$ cat config.mk
export PLATFORM = sky130hd
export DESIGN_NAME = zs_line_coder
export DESIGN_NICKNAME = d
export VERILOG_FILES = /design/src/rtl/zs_pkg.sv /design/src/rtl/zs_sampler.sv /design/src/rtl/zs_subst.sv /design/src/rtl/zs_polarity.sv /design/src/rtl/zs_line_coder.sv
export SDC_FILE = /design/constraint.sdc
export NUM_CORES = 1
export LEC_CHECK = 0
export ABC_AREA = 1
export CORE_MARGIN = 1
export CORE_UTILIZATION = 52
export CTS_BUF_LIST = sky130_fd_sc_hd__clkbuf_16
export CTS_CLUSTER_SIZE = 12
export DETAILED_ROUTE_END_ITERATION = 10
export GPL_ROUTABILITY_DRIVEN = 0
export PLACE_DENSITY = 0.75
export SETUP_SLACK_MARGIN = 0.15
export SYNTH_ARGS = -nofsm -noshare
export SYNTH_HDL_FRONTEND = slang
export SYNTH_SLANG_ARGS = --single-unit
$ cat constraint.sdc
create_clock -name clk_i -period 3.23 [get_ports clk_i]
set_input_delay 0.8075 -clock clk_i [delete_from_list [all_inputs] [get_ports clk_i]]
set_output_delay 0.8075 -clock clk_i [all_outputs]
set_load 0.01 [all_outputs]
$ cat src/rtl/zs_pkg.sv
package zs_pkg;
  typedef enum logic [1:0] {
    SYM_NONE = 2'd0,
    SYM_MARK = 2'd1,
    SYM_BPL  = 2'd2,
    SYM_VIOL = 2'd3
  } sym_e;

  typedef struct packed {
    logic coded;
    sym_e sym;
    logic raw_p;
    logic raw_n;
  } slot_t;

  localparam logic [1:0] LT_DS3  = 2'd0;
  localparam logic [1:0] LT_STS1 = 2'd1;
  localparam logic [1:0] LT_E3   = 2'd2;

  localparam logic [1:0] PAT_NONE = 2'd0;
  localparam logic [1:0] PAT_ONES = 2'd1;
  localparam logic [1:0] PAT_TRIO = 2'd2;
endpackage

$ cat src/rtl/zs_sampler.sv
module zs_sampler
  import zs_pkg::*;
#(
  parameter int PAT_PERIOD = 3
) (
  input  logic       clk_i,
  input  logic       rst_ni,
  input  logic       clk_inv_i,
  input  logic       bin_mode_i,
  input  logic [1:0] pat_sel_i,
  input  logic       tx_data_i,
  input  logic       tx_pos_i,
  input  logic       tx_neg_i,
  output slot_t      slot_o
);
  localparam int PH_W = (PAT_PERIOD > 1) ? $clog2(PAT_PERIOD) : 1;
  localparam logic [PH_W-1:0] PH_LAST = PH_W'(PAT_PERIOD - 1);

  logic       fd_q, fp_q, fn_q;
  logic [PH_W-1:0] ph_q;
  logic       d_s, p_s, n_s, pat_on, bit_s, coded_s;
  slot_t      slot_q;

  // falling-edge capture for inverted sampling
  always_ff @(negedge clk_i or negedge rst_ni) begin
    if (!rst_ni) begin
      fd_q <= 1'b0;
      fp_q <= 1'b0;
      fn_q <= 1'b0;
    end else begin
      fd_q <= tx_data_i;
      fp_q <= tx_pos_i;
      fn_q <= tx_neg_i;
    end
  end

  always_comb begin
    d_s     = clk_inv_i ? fd_q : tx_data_i;
    p_s     = clk_inv_i ? fp_q : tx_pos_i;
    n_s     = clk_inv_i ? fn_q : tx_neg_i;
    pat_on  = (pat_sel_i == PAT_ONES) || (pat_sel_i == PAT_TRIO);
    coded_s = bin_mode_i || pat_on;
    unique case (pat_sel_i)
      PAT_ONES: bit_s = 1'b1;
      PAT_TRIO: bit_s = (ph_q == '0);
      default:  bit_s = d_s;
    endcase
  end

  always_ff @(posedge clk_i or negedge rst_ni) begin
    if (!rst_ni) begin
      ph_q <= '0;
    end else if (pat_sel_i == PAT_TRIO) begin
      ph_q <= (ph_q == PH_LAST) ? '0 : ph_q + 1'b1;
    end else begin
      ph_q <= '0;
    end
  end

  always_ff @(posedge clk_i or negedge rst_ni) begin
    if (!rst_ni) begin
      slot_q <= '0;
    end else begin
      slot_q.coded <= coded_s;
      slot_q.sym   <= (coded_s && bit_s) ? SYM_MARK : SYM_NONE;
      slot_q.raw_p <= coded_s ? 1'b0 : p_s;
      slot_q.raw_n <= coded_s ? 1'b0 : n_s;
    end
  end

  assign slot_o = slot_q;
endmodule

$ cat src/rtl/zs_subst.sv
module zs_subst
  import zs_pkg::*;
#(
  parameter int SHORT_RUN = 3,
  parameter int LONG_RUN  = 4
) (
  input  logic  clk_i,
  input  logic  rst_ni,
  input  logic  long_run_i,
  input  logic  clr_i,
  input  slot_t slot_i,
  output slot_t slot_o
);
  localparam int DEPTH = LONG_RUN - 1;

  slot_t w_q  [DEPTH];
  slot_t cand [DEPTH+1];
  slot_t nxt  [DEPTH+1];
  logic [DEPTH:0] plain;
  logic par_q, sub_hit;

  always_comb begin
    cand[0] = slot_i;
    for (int k = 0; k < DEPTH; k++) cand[k+1] = w_q[k];
  end

  // a plain zero is a coded slot without a pulse
  for (genvar g = 0; g <= DEPTH; g++) begin : g_plain
    assign plain[g] = cand[g].coded && (cand[g].sym == SYM_NONE);
  end

  assign sub_hit = long_run_i ? (&plain[LONG_RUN-1:0]) : (&plain[SHORT_RUN-1:0]);

  always_comb begin
    for (int k = 0; k <= DEPTH; k++) nxt[k] = cand[k];
    if (sub_hit) begin
      nxt[0].sym = SYM_VIOL;
      if (!par_q) begin
        if (long_run_i) nxt[LONG_RUN-1].sym = SYM_BPL;
        else            nxt[SHORT_RUN-1].sym = SYM_BPL;
      end
    end
  end

  for (genvar g = 0; g < DEPTH; g++) begin : g_win
    always_ff @(posedge clk_i or negedge rst_ni) begin
      if (!rst_ni) w_q[g] <= '0;
      else         w_q[g] <= nxt[g];
    end
  end

  always_ff @(posedge clk_i or negedge rst_ni) begin
    if (!rst_ni)                                        par_q <= 1'b0;
    else if (clr_i || sub_hit)                          par_q <= 1'b0;
    else if (slot_i.coded && slot_i.sym == SYM_MARK)    par_q <= ~par_q;
  end

  assign slot_o = nxt[DEPTH];
endmodule

$ cat src/rtl/zs_polarity.sv
module zs_polarity
  import zs_pkg::*;
(
  input  logic  clk_i,
  input  logic  rst_ni,
  input  logic  clr_i,
  input  logic  out_en_i,
  input  slot_t slot_i,
  output logic  pos_o,
  output logic  neg_o
);
  logic last_neg_q, pulse, neg_pol, p_nxt, n_nxt;
  logic pos_q, neg_q;

  always_comb begin
    pulse   = slot_i.coded && (slot_i.sym != SYM_NONE);
    // violation repeats the last polarity, others alternate
    neg_pol = (slot_i.sym == SYM_VIOL) ? last_neg_q : ~last_neg_q;
    if (slot_i.coded) begin
      p_nxt = pulse && !neg_pol;
      n_nxt = pulse && neg_pol;
    end else begin
      p_nxt = slot_i.raw_p && !slot_i.raw_n;
      n_nxt = slot_i.raw_n && !slot_i.raw_p;
    end
  end

  always_ff @(posedge clk_i or negedge rst_ni) begin
    if (!rst_ni) begin
      last_neg_q <= 1'b1;
      pos_q      <= 1'b0;
      neg_q      <= 1'b0;
    end else begin
      if (clr_i)      last_neg_q <= 1'b1;
      else if (pulse) last_neg_q <= neg_pol;
      pos_q <= out_en_i && p_nxt;
      neg_q <= out_en_i && n_nxt;
    end
  end

  assign pos_o = pos_q;
  assign neg_o = neg_q;
endmodule

$ cat src/rtl/zs_line_coder.sv
module zs_line_coder
  import zs_pkg::*;
#(
  parameter int PAT_PERIOD = 3,
  parameter int SHORT_RUN  = 3,
  parameter int LONG_RUN   = 4
) (
  input  logic       clk_i,
  input  logic       rst_ni,
  input  logic [1:0] line_type_i,
  input  logic       bin_mode_i,
  input  logic       clk_inv_i,
  input  logic [1:0] pat_sel_i,
  input  logic       tx_data_i,
  input  logic       tx_pos_i,
  input  logic       tx_neg_i,
  input  logic       out_en_i,
  output logic       line_pos_o,
  output logic       line_neg_o
);
  logic [1:0] lt_q;
  logic       lt_chg, hdb3;
  slot_t      s_slot, o_slot;

  always_ff @(posedge clk_i or negedge rst_ni) begin
    if (!rst_ni) lt_q <= LT_DS3;
    else         lt_q <= line_type_i;
  end

  assign lt_chg = (line_type_i != lt_q);
  assign hdb3   = (line_type_i == LT_E3);

  zs_sampler #(.PAT_PERIOD(PAT_PERIOD)) u_smp (
    .clk_i      (clk_i),
    .rst_ni     (rst_ni),
    .clk_inv_i  (clk_inv_i),
    .bin_mode_i (bin_mode_i),
    .pat_sel_i  (pat_sel_i),
    .tx_data_i  (tx_data_i),
    .tx_pos_i   (tx_pos_i),
    .tx_neg_i   (tx_neg_i),
    .slot_o     (s_slot)
  );

  zs_subst #(.SHORT_RUN(SHORT_RUN), .LONG_RUN(LONG_RUN)) u_sub (
    .clk_i      (clk_i),
    .rst_ni     (rst_ni),
    .long_run_i (hdb3),
    .clr_i      (lt_chg),
    .slot_i     (s_slot),
    .slot_o     (o_slot)
  );

  zs_polarity u_pol (
    .clk_i    (clk_i),
    .rst_ni   (rst_ni),
    .clr_i    (lt_chg),
    .out_en_i (out_en_i),
    .slot_i   (o_slot),
    .pos_o    (line_pos_o),
    .neg_o    (line_neg_o)
  );
endmodule

==> impl_metrics.yaml <==
sta:
  setup-violations-final: 0
  drv_slew: 0
  fin_ws_ns: 0.521
  worst_pin_slew_ns: 0.324
  hold_viol_final: 0
  maxSlewHeadroom_pct: 78.4
  fin_skew_ns: 0.0251
  finalSetupTns_ns: 0
  rsz0062_at_grt: "no"
power_and_ir_drop:
  sw_frac_of_total_pct: 22.9
  leakage_nw: 0.689
  p_per_area_nw_per_um2: 671
  switching_power_uw: 218
  pwr-share-clk_pct: 43.8
  p_comb_share_pct: 11.0
  internal_power_uw: 735
  seqPwrFrac_pct: 45.2
  p_total_uw: 953
  irDropWorstVdd_mv: 0.399
drt:
  vias: 691
  wirelength_mm: 1.72
  drt_first_iter_violations: 7
  drt_pass1_iterations: 4
  wl_per_cell_um: 11.8
  route.detailed.drc: 0
  detail-route-antenna-nets: 0
  vias_per_cell: 4.73
cts:
  cts-resized-gates: 0
  cts_tree: "yes"
  h-tree-depth: 2
  root_buffer: "clkbuf_16"
  clock_path_buffers: 2
  clkSinkCount: 30
  cts_made_buffers: 5
  hold_buffers: 0
  clk_pin_slew_ns: 0.04
  insertion_delay_ns: 0.29
  post_cts_buffers: 0
synth:
  synth_top_family_by_area: "simple AND/OR/NAND/NOR gates"
  synth_xor_area_share_pct: 3.14
  yosys_register_bits: 30
  netlist-cell-type-count: 21
  yosys.area_share.adder_pct: 2.24
  yosys-mux-area-fraction_pct: 0
  synthFlopType: "dfrtp_1"
  yosys.area_share.simple_pct: 16.8
  synth_compound_area_share_pct: 5.61
  yosysTopAreaCellShare_pct: 58.4
  synth_area_leaders: "dfrtp_1, dfrtn_1, nand2_1, inv_1, xor2_1"
  synth_area_leader_cell: "dfrtp_1"
  yosys-top-cells-count: "dfrtp_1, nand2_1, inv_1"
  yosysWarnings: 0
  synth-edff-count: 0
  synth_area_sq_um: 1110
  syn_inst: 98
  synth_nets: 112
  seq_area_frac_synth_pct: 67.5
  synthArstFlopShare_pct: 100
  synth.avg_cell_area_sq_um: 11.4
  yosysMostFrequentCell: "dfrtp_1"
worst_setup_path:
  start_kind: "input pin"
  worstPathCellList: "clkdlybuf4s50_1"
  cp_max_fo: 2
  path_class: "input pin to flip-flop"
  arrival_ns: 1.22
  crit_slowest_cell: "clkdlybuf4s50_1"
  max_stage_delay_ns: 0.42
  cp.buffers_inverters: 1
  crit_required_ns: 1.74
  path_delay_family: "buffers and inverters"
  end_kind: "flip-flop"
floorplanning:
  start_util_pct: 56.2
  die_w_um: 48.3
  num_io_pins: 14
  die_area_sq_um: 2330
  die_y_um: 48.3
  rows: 16
  coreArea_sq_um: 1980
global_routing:
  grt_max_degree: 28
  overflow: 0
  grtUsageTotal_pct: 18.9
  grt_pass1_vias: 738
  grt_pass1_wl_mm: 3.16
  antenna_found_initial: 0
final_layout:
  utilization_pct: 71.7
  synthToLayoutAreaGrowth_pct: 27.4
  nets: 132
  fin_area_sq_um: 1420
  diodes: 0
  fillers: 143
  drive_gt1_share_pct: 15.1
status:
  status: "finished clean"
place:
  place_ws_ns: 0.211
  placed_area_sq_um: 1280
  port_buffers: 13
  dp_hpwl_mm: 1.21
min_path:
  hp-class: "flip-flop to flip-flop"
flow_run:
  cap_violations: 0
==> worst paths after layout <==
check | from | to | slack [ns] | cells after the start
worst max-delay path | tx_pos_i | u_smp.fp_q | 0.52 | 1
max in group asynchronous | rst_ni | u_smp.fd_q | 0.76 | 1
min in group asynchronous | rst_ni | u_sub.cand[12] | 1.11 | 2
worst min register to register | u_smp.slot_o[1] | u_sub.cand[11] | 0.34 | 0
worst min-delay path | u_smp.slot_o[1] | u_sub.cand[11] | 0.34 | 0
worst max register to register | u_smp.fd_q | u_smp.slot_o[2] | 0.85 | 2
==> per-stage QoR <==
stage	hold WS (ns)	cells
final	0.345	146
after detailed placement	0.336	138
after global placement	0.332	138
after global routing	0.348	146
after floorplan	0.331	98
after CTS	0.346	146
==> layer usage <==
layer,global-route usage [%],wire (um),vias to the layer above,share of wire (%)
met5,0,0,-,0
met4,8.82,36,0,2.1
met3,6.92,95,5,5.5
met2,31.0,907,18,53
met1,22.2,679,324,39
li1,-,-,344,-
==> registers in the layout (all words and copies together), names as in the netlist <==
signal	cells
u_sub.slot_o	3
u_smp.fn_q	1
u_pol.neg_o	1
u_smp.slot_o	4
u_pol.last_neg_q	1
u_smp.fd_q	1
u_sub.cand	12
u_smp.ph_q	2
u_sub.par_q	1
u_smp.fp_q	1
lt_q	2
u_pol.pos_o	1
==> area by class of cell <==
class,instances,area [sq um],share of cell area [%]
Clock buffer,5,125,8.81
Clock inverter,3,12.5,0.881
Inverter,13,48.8,3.44
Multi-Input combinational cell,54,310,21.9
Sequential cell,30,752,53.0
Tap cell,27,33.8,2.38
Timing Repair Buffer,14,138,9.69
==> logic make-up (layout without fill, tap and decap cells) <==
| family | after synthesis | after routing |
|---|---|---|
| and+or+nand+nor | 38 | 38 |
| DFF | 30 | 30 |
| xor gates and xnor gates | 4 | 4 |
| buffers and inverters | 14 | 35 |
| adders and majority gates | 2 | 2 |
| AOI/OAI and AO/OA | 10 | 10 |
==> power by group through the flow <==
stage               sequential, mW  combinational [mW]  clock (mW)
floorplan                    0.434              0.0626           0
global placement             0.434               0.100           0
detailed placement           0.437               0.105           0
CTS                          0.432               0.106       0.423
global route                 0.435               0.119       0.444
finish                       0.431               0.104       0.418
==> layout by cell type (no fill, tap or decap) <==
cell type	count
a21oi_1	3
a21oi_2	2
buf_4	1
clkbuf_16	5
clkdlybuf4s50_1	13
clkinv_1	1
clkinv_2	1
dfrtn_1	3
dfrtp_1	26
dfstp_2	1
ha_1	2
inv_1	13
inv_2	1
nand2_1	18
nand2_2	2
nand3_1	3
nor2_1	7
nor2_2	2
nor2_4	2
nor3_2	1
nor3b_1	2
o21ai_0	3
o31ai_1	2
or2_1	1
xor2_1	4
(Power assumes the default switching activity.)
